## src/rtl/agc_pkg.sv

```systemverilog
package agc_pkg;

  localparam int unsigned SHIFT_W = 3;

  typedef struct packed {
    logic               invert;
    logic [SHIFT_W-1:0] shift;
  } agc_ctrl_t;

  // Clamp an integer into [0, hi]
  function automatic int clamp_range(input int v, input int hi);
    if (v < 0)       return 0;
    else if (v > hi) return hi;
    else             return v;
  endfunction

endpackage

```

## src/rtl/agc_mag_est.sv

```systemverilog
module agc_mag_est #(
  parameter int unsigned SMP_W    = 9,
  parameter int unsigned BLK_LOG2 = 8
) (
  input  logic             clk,
  input  logic             rst,
  input  logic             in_valid,
  input  logic [SMP_W-1:0] in_data,
  output logic [SMP_W-1:0] est,
  output logic             est_stb
);
  localparam int unsigned ACC_W = SMP_W + BLK_LOG2;

  logic [BLK_LOG2-1:0] cnt_q;
  logic [ACC_W-1:0]    acc_q;
  logic [SMP_W-1:0]    mag;
  logic [ACC_W-1:0]    total;
  logic                blk_last;

  function automatic logic [SMP_W-1:0] abs_val(input logic [SMP_W-1:0] x);
    return x[SMP_W-1] ? (~x + 1'b1) : x;
  endfunction

  assign mag      = abs_val(in_data);
  assign total    = acc_q + ACC_W'(mag);
  assign blk_last = &cnt_q;

  always_ff @(posedge clk) begin
    if (rst) begin
      cnt_q   <= '0;
      acc_q   <= '0;
      est     <= '0;
      est_stb <= 1'b0;
    end else begin
      est_stb <= 1'b0;
      if (in_valid) begin
        cnt_q <= cnt_q + 1'b1;
        if (blk_last) begin
          acc_q   <= '0;
          est     <= total[ACC_W-1:BLK_LOG2];
          est_stb <= 1'b1;
        end else begin
          acc_q <= total;
        end
      end
    end
  end

  assert_strobe_single_R2: assert property (@(posedge clk) disable iff (rst)
    est_stb |=> !est_stb);
  assert_est_hold_R2: assert property (@(posedge clk) disable iff (rst)
    !est_stb |-> $stable(est));
  assert_est_bound_R1: assert property (@(posedge clk) disable iff (rst)
    est <= SMP_W'(1 << (SMP_W - 1)));

endmodule

```

## src/rtl/agc_loop_filter.sv

```systemverilog
module agc_loop_filter
  import agc_pkg::*;
#(
  parameter int unsigned SMP_W = 9,
  parameter int unsigned CMD_W = 10
) (
  input  logic               clk,
  input  logic               rst,
  input  logic [SMP_W-1:0]   est,
  input  logic               est_stb,
  input  logic [SMP_W-1:0]   ref_lvl,
  input  logic [SHIFT_W-1:0] shift,
  output logic [CMD_W-1:0]   cmd
);
  localparam int unsigned E_W = SMP_W + 1;
  localparam int unsigned S_W = ((CMD_W > E_W) ? CMD_W : E_W) + 2;
  localparam logic [CMD_W-1:0] CMD_MAX = '1;
  localparam logic [CMD_W-1:0] CMD_MID = CMD_W'(1 << (CMD_W - 1));

  logic signed [E_W-1:0] err;
  logic signed [E_W-1:0] step;
  logic signed [S_W-1:0] sum;
  logic                  sat_lo;
  logic                  sat_hi;
  logic [CMD_W-1:0]      cmd_next;

  assign err    = $signed({1'b0, ref_lvl}) - $signed({1'b0, est});
  assign step   = err >>> shift;
  assign sum    = $signed({{(S_W-CMD_W){1'b0}}, cmd}) + $signed({{(S_W-E_W){step[E_W-1]}}, step});
  assign sat_lo = sum[S_W-1];
  assign sat_hi = !sat_lo && (sum > $signed({{(S_W-CMD_W){1'b0}}, CMD_MAX}));

  always_comb begin
    if (sat_lo)      cmd_next = '0;
    else if (sat_hi) cmd_next = CMD_MAX;
    else             cmd_next = sum[CMD_W-1:0];
  end

  always_ff @(posedge clk) begin
    if (rst)          cmd <= CMD_MID;
    else if (est_stb) cmd <= cmd_next;
  end

  assert_cmd_hold_R3: assert property (@(posedge clk) disable iff (rst)
    !est_stb |=> $stable(cmd));
  assert_sat_hi_R4: assert property (@(posedge clk) disable iff (rst)
    (est_stb && cmd == CMD_MAX && ref_lvl >= est) |=> cmd == CMD_MAX);
  assert_sat_lo_R4: assert property (@(posedge clk) disable iff (rst)
    (est_stb && cmd == '0 && ref_lvl <= est) |=> cmd == '0);

endmodule

```

## src/rtl/agc_pwm_gen.sv

```systemverilog
module agc_pwm_gen #(
  parameter int unsigned CMD_W = 10
) (
  input  logic             clk,
  input  logic             rst,
  input  logic [CMD_W-1:0] duty_in,
  input  logic             invert_in,
  output logic             pwm
);
  localparam logic [CMD_W-1:0] CNT_MAX = '1;
  localparam logic [CMD_W-1:0] CMD_MID = CMD_W'(1 << (CMD_W - 1));

  logic [CMD_W-1:0] cnt_q;
  logic [CMD_W-1:0] duty_q;
  logic             pol_q;
  logic             wrap;
  logic             raw;

  assign wrap = (cnt_q == CNT_MAX);
  assign raw  = (cnt_q < duty_q);
  assign pwm  = raw ^ pol_q;

  always_ff @(posedge clk) begin
    if (rst) begin
      cnt_q  <= '0;
      duty_q <= CMD_MID;
      pol_q  <= 1'b0;
    end else begin
      cnt_q <= cnt_q + 1'b1;
      if (wrap) begin
        duty_q <= duty_in;
        pol_q  <= invert_in;
      end
    end
  end

  assert_wrap_R6: assert property (@(posedge clk) disable iff (rst)
    wrap |=> cnt_q == '0);
  assert_duty_hold_R7: assert property (@(posedge clk) disable iff (rst)
    !wrap |=> ($stable(duty_q) && $stable(pol_q)));

endmodule

```

## src/rtl/agc_pwm_loop.sv

```systemverilog
module agc_pwm_loop
  import agc_pkg::*;
#(
  parameter int unsigned SMP_W    = 9,
  parameter int unsigned BLK_LOG2 = 8,
  parameter int unsigned CMD_W    = 10,
  parameter int unsigned REF_INIT = 128
) (
  input  logic             clk,
  input  logic             rst,
  input  logic             smp_valid,
  input  logic [SMP_W-1:0] smp_data,
  input  logic             cfg_we,
  input  logic             cfg_sel,
  input  logic [SMP_W-1:0] cfg_wdata,
  output logic             pwm_out,
  output logic [CMD_W-1:0] gain_cmd,
  output logic [SMP_W-1:0] mag_est,
  output logic             mag_strobe
);
  logic [SMP_W-1:0] ref_q;
  agc_ctrl_t        ctrl_q;

  always_ff @(posedge clk) begin
    if (rst) begin
      ref_q  <= SMP_W'(REF_INIT);
      ctrl_q <= '0;
    end else if (cfg_we) begin
      if (!cfg_sel) ref_q <= cfg_wdata;
      else          ctrl_q <= agc_ctrl_t'(cfg_wdata[SHIFT_W:0]);
    end
  end

  agc_mag_est #(.SMP_W(SMP_W), .BLK_LOG2(BLK_LOG2)) u_mag (
    .clk(clk), .rst(rst), .in_valid(smp_valid), .in_data(smp_data),
    .est(mag_est), .est_stb(mag_strobe)
  );

  agc_loop_filter #(.SMP_W(SMP_W), .CMD_W(CMD_W)) u_filt (
    .clk(clk), .rst(rst), .est(mag_est), .est_stb(mag_strobe),
    .ref_lvl(ref_q), .shift(ctrl_q.shift), .cmd(gain_cmd)
  );

  agc_pwm_gen #(.CMD_W(CMD_W)) u_pwm (
    .clk(clk), .rst(rst), .duty_in(gain_cmd), .invert_in(ctrl_q.invert),
    .pwm(pwm_out)
  );

  assert_cfg_hold_R5: assert property (@(posedge clk) disable iff (rst)
    !cfg_we |=> ($stable(ref_q) && $stable(ctrl_q)));

endmodule

```

## config.mk

```make
export PLATFORM = sky130hd
export DESIGN_NAME = agc_pwm_loop
export DESIGN_NICKNAME = d
export VERILOG_FILES = /design/src/rtl/agc_pkg.sv /design/src/rtl/agc_mag_est.sv /design/src/rtl/agc_loop_filter.sv /design/src/rtl/agc_pwm_gen.sv /design/src/rtl/agc_pwm_loop.sv
export SDC_FILE = /design/constraint.sdc
export NUM_CORES = 1
export LEC_CHECK = 0
export ABC_AREA = 1
export BUFFER_PORTS_ARGS = -buffer_cell sky130_fd_sc_hd__buf_2
export CAP_MARGIN = 20
export CELL_PAD_IN_SITES_DETAIL_PLACEMENT = 1
export CELL_PAD_IN_SITES_GLOBAL_PLACEMENT = 1
export CORE_ASPECT_RATIO = 1.1
export CORE_MARGIN = 5
export CORE_UTILIZATION = 44
export CTS_BUF_LIST = sky130_fd_sc_hd__clkbuf_4
export DETAILED_ROUTE_END_ITERATION = 7
export GPL_ROUTABILITY_DRIVEN = 0
export MAX_ROUTING_LAYER = met4
export PLACE_DENSITY = 0.79
export SLEW_MARGIN = 20
export SYNTH_ARGS = -nofsm -noshare
export SYNTH_HDL_FRONTEND = slang
export SYNTH_SLANG_ARGS = --single-unit
```

## constraint.sdc

```tcl
create_clock -name clk -period 7.8 [get_ports clk]
set_clock_uncertainty 0.2 [all_clocks]
set_input_delay 0.78 -clock clk [delete_from_list [all_inputs] [get_ports clk]]
set_output_delay 0.78 -clock clk [all_outputs]
set_load 0.005 [all_outputs]
```

==> flow_metrics.py, run 1 <==
metrics = {
    "clocking": {
        "clock_latency_ns": 0.45,
        "root_buffer": "clkbuf_4",
        "cts_sinks": 79,
        "post-cts-setup-buffers": 0,
        "cts-buffers-inserted": 9,
        "clk_path_buf_depth": 2,
        "clk_pin_slew_worst_paths_ns": 0.13,
        "cts_hold_buf": 0,
        "htreeDepth": 3,
        "cts_tree": "built",
        "cts_resized": 0,
    },
    "drt": {
        "wl_per_cell_um": 14.8,
        "firstDrtPassIters": 4,
        "detail_route.iter0.violations": 220,
        "drc": 0,
        "vias": 5311,
        "wirelength_um": 14900,
        "drtAntennaViolNets": 0,
        "via_per_inst": 5.28,
    },
    "final_layout": {
        "fin_util_pct": 48.5,
        "nFillCells": 1665,
        "insertedDiodeCount": 0,
        "drive_gt1_share_pct": 8.57,
        "nets": 916,
        "areaGrowthSynthToFinish_pct": 8.95,
    },
    "yosys": {
        "synth-warning-count": 0,
        "synthArstFlopShare_pct": 0,
        "yosysSeqAreaShare_pct": 29.9,
        "synth_edf_count": 0,
        "yosys_register_bits": 79,
        "synth.avg_cell_area_um2": 6.53,
        "yosys_most_used_dff": "dfxtp_1",
        "synthCells": 809,
        "synth.distinct_cells": 42,
        "syn_nets": 878,
        "synth_area_um2": 5280,
    },
    "setup_path": {
        "required_ns": 7.96,
        "reg2reg_from": "ref_q[0]",
        "ff2ff_path_depth": 27,
        "crit_fanout": 8,
        "endpoint": "u_filt.cmd[4]",
        "startpoint_type": "register",
        "worstPathArrival_ns": 4.04,
        "cp-end-kind": "register",
        "worst-r2r-setup-slack_ns": 3.92,
        "critPathKind": "reg2reg",
        "critPathLaunch": "ref_q[0]",
        "regToRegEndpoint": "u_filt.cmd[4]",
    },
    "sta": {
        "finalCritPeriodShare_pct": 49.8,
        "slew_headroom_pct": 40.1,
        "finalSetupTns_ns": 0,
        "worst_slew_pin_slew_ns": 0.893,
        "min_period_ns": 3.88,
        "setup_viol": 0,
        "setup_slack_ns": 3.92,
        "holdWs_ns": 0.275,
        "hold_violations": 0,
        "rsz0062_at_grt": "false",
        "final_max_slew_viol_count": 0,
        "max_freq_ghz": 0.258,
    },
    "die": {
        "num_rows": 42,
        "initial_core_util_pct": 44.5,
        "die_area_um2": 14300,
        "coreArea_um2": 11900,
        "die_x_um": 114,
        "die_h_um": 125,
        "ios": 44,
    },
    "min_path": {
        "holdCritPathClass": "reg2reg",
    },
    "power_and_ir_drop": {
        "finalPower_w": 0.000921,
        "vdd_ir_drop_max_v": 0.0000948,
        "power.density_nw_per_um2": 160,
        "p_leak_nw": 2.77,
    },
    "grt": {
        "antenna_found_initial": 0,
        "grt-ovfl-total": 0,
        "grt_pass1_wl_um": 25400,
        "grt_max_degree": 38,
        "grt_pass1_vias": 5532,
        "grt_use_total_pct": 22.0,
    },
    "place": {
        "place_ws_ns": 3.93,
        "dpl.hpwl_um": 12100,
        "io_buffers": 43,
    },
    "status": {
        "status": "finished, final reports clean",
    },
    "job": {
        "drv_cap": 0,
    },
}
where the power goes:
group	leakage, nW	internal, W	switching [W]	total, W
Clock	0.0696	0.000102	0.000151	0.000253
Combinational	2.06	0.0000858	0.000157	0.000242
Sequential	0.642	0.000416	0.0000100	0.000426
Total	2.77	0.000604	0.000317	0.000921
cell families (layout without fill, tap and decap cells):
| group | count (synthesis) | after routing | synth area share, % |
|---|---|---|---|
| DFF | 79 | 79 | 29.9 |
| adders and majority gates | 46 | 46 | 11.3 |
| buffers and inverters | 132 | 175 | 9.55 |
| AOI/OAI and AO/OA | 146 | 146 | 14.7 |
| and+or+nand+nor | 389 | 389 | 31.7 |
| xor gates and xnor gates | 17 | 17 | 2.82 |
metrics by stage:
step / std cells / area [µm²]
2_1_floorplan: 809 / 5280
3_3_place_gp: 990 / 5620
3_5_place_dp: 990 / 5620
4_1_cts: 1006 / 5760
5_1_grt: 1006 / 5760
6_report: 1006 / 5760
final cells by class:
cell class	count	area [µm²]	area share (%)
well taps	154	193	3.35
multi-input cells	598	3200	55.5
clock inverters	5	48.8	0.848
inverters	116	438	7.61
repair buffers	43	215	3.74
flip-flops and latches	79	1580	27.5
clock buffers	11	82.6	1.43
cell usage after synthesis, drive strengths merged (2+ instances only):
cell      n  area share (%)
clkinv    7            0.50
nand3    78             7.7
inv     109             7.8
nor3     13             1.2
fa        3             1.1
xnor2     8             1.3
a21oi    85             8.4
o21ai    50             4.7
clkbuf   10            0.71
nand4     9             1.1
nor2     68             5.0
o31ai     2            0.28
xor2      9             1.5
ha       43              10
nand3b    4            0.57
buf       6            0.54
dfxtp    79              30
nand2   213              16
o211ai    2            0.28
registers in the layout, summed over array words and instances (netlist names):
| name | flops |
|---|---|
| u_mag.acc_q | 17 |
| u_filt.cmd | 10 |
| u_pwm.cnt_q | 10 |
| u_pwm.duty_q | 10 |
| ref_q | 9 |
| u_mag.est | 9 |
| u_mag.cnt_q | 8 |
| ctrl_q | 4 |
| u_mag.est_stb | 1 |
| u_pwm.pol_q | 1 |
metal layers:
metal  part of all wire [%]  GRT usage [%]
met5                      0              -
met4                    2.7           8.25
met3                    2.9           2.62
met2                     50           37.3
met1                     45           26.5
how the worst min path moves through the flow:
stage / cells after the start / start / end / slack (ns)
after floorplan: 1 / u_pwm.cnt_q[0] / u_pwm.cnt_q[0] / 0.23
after global placement: 2 / ref_q[0] / ref_q[0] / 0.24
after detailed placement: 2 / u_pwm.duty_q[6] / u_pwm.duty_q[6] / 0.26
after CTS: 2 / u_pwm.duty_q[6] / u_pwm.duty_q[6] / 0.28
after global routing: 2 / u_pwm.duty_q[6] / u_pwm.duty_q[6] / 0.30
final: 2 / u_pwm.duty_q[6] / u_pwm.duty_q[6] / 0.27
worst max-delay path: stages, from the launching register on:
cell     delay, ns
dfxtp_1       0.32
inv_1         0.07
ha_1          0.17
inv_1         0.09
fa_1          0.42
nand3_1       0.13
nand2_1       0.08
nand4_1       0.13
nand2_1       0.09
nand2_1       0.09
nand3_1       0.07
nand3_1       0.07
nand2_1       0.08
o21ai_0       0.27
ha_1          0.33
nand2_1       0.12
inv_1         0.05
nand2_1       0.06
nand2_1       0.06
nand2_1       0.09
nand2_1       0.05
nor2_1        0.11
nand2_1       0.07
nand2_1       0.13
nand2_2       0.14
nand2_1       0.10
nand2_1       0.06
a21oi_1       0.16
layout by cell type, fill, tap and decap left out, types with 2 or more instances in the layout:
cell type / instances
nand2_2: 6
a21oi_1: 82
nand4_1: 9
ha_1: 43
inv_1: 107
nand3b_1: 4
nor2_1: 66
o211ai_1: 2
clkinv_1: 10
nand3_1: 76
dfxtp_1: 79
clkbuf_4: 11
nor3_1: 13
o21ai_1: 5
o21ai_0: 45
xnor2_1: 8
xor2_1: 9
buf_2: 43
o31ai_1: 2
nand2_1: 206
fa_1: 3
a21oi_2: 2
Note: power is estimated with default switching activity, not from simulation.
==> run 2: changes to the inputs <==
Settings changed: ABC_AREA 1 to 0, CORE_UTILIZATION 44 to 42, PLACE_DENSITY 0.79 to 0.76.
Clock period 7.8 ns to 3.4 ns, I/O delays scaled along.
==> flow_metrics.py, run 2 <==
metrics = {
    "power_and_ir_drop": {
        "p_leak_nw": 2.76,
        "power.density_nw_per_um2": 340,
        "vdd_ir_drop_max_v": 0.000193,
        "finalPower_w": 0.00218,
    },
    "setup_path": {
        "worstPathArrival_ns": 4.61,
        "cp-end-kind": "register",
        "crit_fanout": 5,
        "critPathKind": "reg2reg",
        "required_ns": 3.59,
        "startpoint_type": "register",
        "worst-r2r-setup-slack_ns": -1.02,
    },
    "final_layout": {
        "areaGrowthSynthToFinish_pct": 25.8,
        "regArea_um2": 1580,
        "multi_input_comb_area_um2": 3510,
        "finalNonFillerCells": 916,
        "insertedDiodeCount": 0,
        "fin_area_um2": 6420,
        "nets": 826,
        "fin_util_pct": 53.6,
        "layout_commonest_cell": "dfxtp_1",
        "nFillCells": 1496,
        "top_register": "u_mag.acc_q",
        "final_cell_mix": "77 x dfxtp_1, 76 x nand2_1, 72 x buf_4",
        "largest_register_ffs": 17,
        "drive_gt1_share_pct": 25.6,
    },
    "yosys": {
        "synth_area_um2": 5100,
        "synth.top_cells.by_area": "dfxtp_1 31%, ha_1 11%, nand2_1 5.6%",
        "synth_top_area_share_pct": 31.0,
        "synth.avg_cell_area_um2": 7.97,
        "synth_common_cells": "79 x dfxtp_1, 76 x nand2_1, 72 x nor2_1, 53 x a21oi_1, 44 x o21ai_0",
        "yosys.area.top_type": "dfxtp_1",
        "syn_nets": 709,
        "yosys_most_used_dff": "dfxtp_1",
        "synthCells": 640,
        "yosysSeqAreaShare_pct": 31.0,
        "synth.distinct_cells": 59,
        "synthArstFlopShare_pct": 0,
        "synth_edf_count": 0,
        "yosys_register_bits": 79,
        "synth-warning-count": 0,
        "yosysMostFrequentCell": "dfxtp_1",
    },
    "sta": {
        "finalCritPeriodShare_pct": 130,
        "max_freq_ghz": 0.226,
        "setup_slack_ns": -1.02,
        "final_max_slew_viol_count": 0,
        "worst_slew_pin_slew_ns": 0.766,
        "rsz0062_at_grt": "true",
        "hold_violations": 0,
        "min_period_ns": 4.42,
        "setup_viol": 10,
        "slew_headroom_pct": 48.8,
    },
    "status": {
        "status": "finished, violations left",
        "violations": "negative setup slack",
    },
    "clocking": {
        "htreeDepth": 3,
        "clock_latency_ns": 0.47,
        "cts_tree": "built",
        "root_buffer": "clkbuf_4",
        "cts_sinks": 79,
        "clk_path_buf_depth": 2,
        "clk_pin_slew_worst_paths_ns": 0.14,
        "cts-buffers-inserted": 9,
    },
    "drt": {
        "wl_per_cell_um": 18.1,
        "drc": 0,
        "wl_met1_um": 6560,
        "routed-wl-met3_um": 443,
        "wl_met2_um": 9020,
        "firstDrtPassIters": 5,
        "via_per_inst": 5.52,
        "wirelength_um": 16600,
        "drtAntennaViolNets": 0,
        "highest-signal-layer": "met4",
        "vias": 5054,
        "detail_route.iter0.violations": 241,
    },
    "die": {
        "die_x_um": 115,
        "die_area_um2": 14500,
        "num_rows": 42,
        "ios": 44,
        "coreArea_um2": 12000,
        "initial_core_util_pct": 42.6,
        "die_h_um": 126,
    },
    "grt": {
        "grt_pass1_vias": 5498,
        "grt_use_total_pct": 23.8,
        "grt_pass1_wl_um": 27000,
        "grt_max_degree": 34,
        "grt-ovfl-total": 0,
        "antenna_found_initial": 0,
    },
    "place": {
        "dpl.hpwl_um": 11300,
        "placed_cell_area_um2": 5910,
        "dp.cells": 873,
        "io_buffers": 43,
    },
    "job": {
        "drv_cap": 0,
    },
    "min_path": {
        "holdCritPathClass": "in2reg",
    },
}
run 2: changes by cell type after synthesis, moves of 9 or more:
cell / before / now
and3_1: 0 / 9
nand2_1: 206 / 76
xor2_1: 9 / 19
nand3_1: 76 / 19
a21oi_1: 82 / 53
xnor2_1: 8 / 26
inv_1: 107 / 36
or3_1: 0 / 10
nand2b_1: 0 / 16
o21ai_2: 0 / 9
a211oi_1: 0 / 10
mux2i_1: 0 / 20
run 2: routing by layer:
| metal | global-route usage, % | vias up |
|---|---|---|
| li1 | - | 2456 |
| met1 | 24.9 | 2470 |
| met2 | 43.4 | 90 |
| met3 | 4.17 | 38 |
| met4 | 9.67 | 0 |
| met5 | - | - |
run 2: cell families (layout without fill, tap and decap cells):
logic type	count (synthesis)	count (layout)	share of synthesized area (%)
muxes	21	21	4.14
DFF	79	79	31.0
buffers and inverters	59	180	4.66
AOI/OAI and AO/OA	157	157	19.4
xor gates and xnor gates	46	46	8.26
and+or+nand+nor	232	233	20.8
adders and majority gates	46	46	11.7
run 2: timing repair:
action | 4_1_cts | 5_1_grt
hold endpoints to repair | 13 | 0
resized for setup | 21 | 18
hold buffers | 13 | 0
endpoints found under the setup margin | 10 | 10
pin swaps | 6 | 9
setup buffers | 12 | 2
gates cloned | 1 | 0
run 2: worst paths after layout:
check                      start         endpoint  cells past startpoint
setup / recovery        ref_q[0]    u_filt.cmd[5]                     21
hold / removal         smp_valid  u_mag.acc_q[16]                      2
setup reg to reg        ref_q[0]    u_filt.cmd[5]                     21
hold reg to reg   u_mag.acc_q[7]   u_mag.acc_q[7]                      2
run 2: stage by stage:
stage	setup TNS, ns	setup slack (ns)	hold slack (ns)
floorplan	-5.23	-0.533	0.225
global placement	-6.50	-0.691	0.240
detailed placement	-8.88	-0.901	0.254
CTS	-7.39	-0.747	0.0412
global route	-11.69	-1.22	0.0665
finish	-9.87	-1.02	0.0797
run 2: worst max-delay path, cell delays in order (launching register included):
cell and delay (ns):
dfxtp_2 0.35, inv_2 0.06, ha_4 0.12, inv_2 0.03, fa_2 0.36, a211oi_4 0.25, o21ai_2 0.11, a21oi_2 0.20
xor2_2 0.25, o21ai_1 0.12, mux2i_1 0.26, a21oi_1 0.14, ha_2 0.23, fa_2 0.35, a21o_1 0.21, a31o_2 0.26
a21oi_2 0.18, a21oi_2 0.11, xor2_4 0.16, buf_4 0.17, nor2_2 0.14, o21ai_2 0.07
run 2: layout make-up:
type	count	share of cell area, %
multi-input combinational	503	54.6
timing repair buffer	128	13.8
tap	154	3.00
inverter	36	2.10
sequential	79	24.7
clock inverter	5	0.526
clock buffer	11	1.29
run 2: power breakdown:
| part | switching [W] | internal, W |
|---|---|---|
| Clock | 0.000359 | 0.000167 |
| Combinational | 0.000375 | 0.000297 |
| Sequential | 0.0000270 | 0.000956 |
| Total | 0.000761 | 0.00142 |
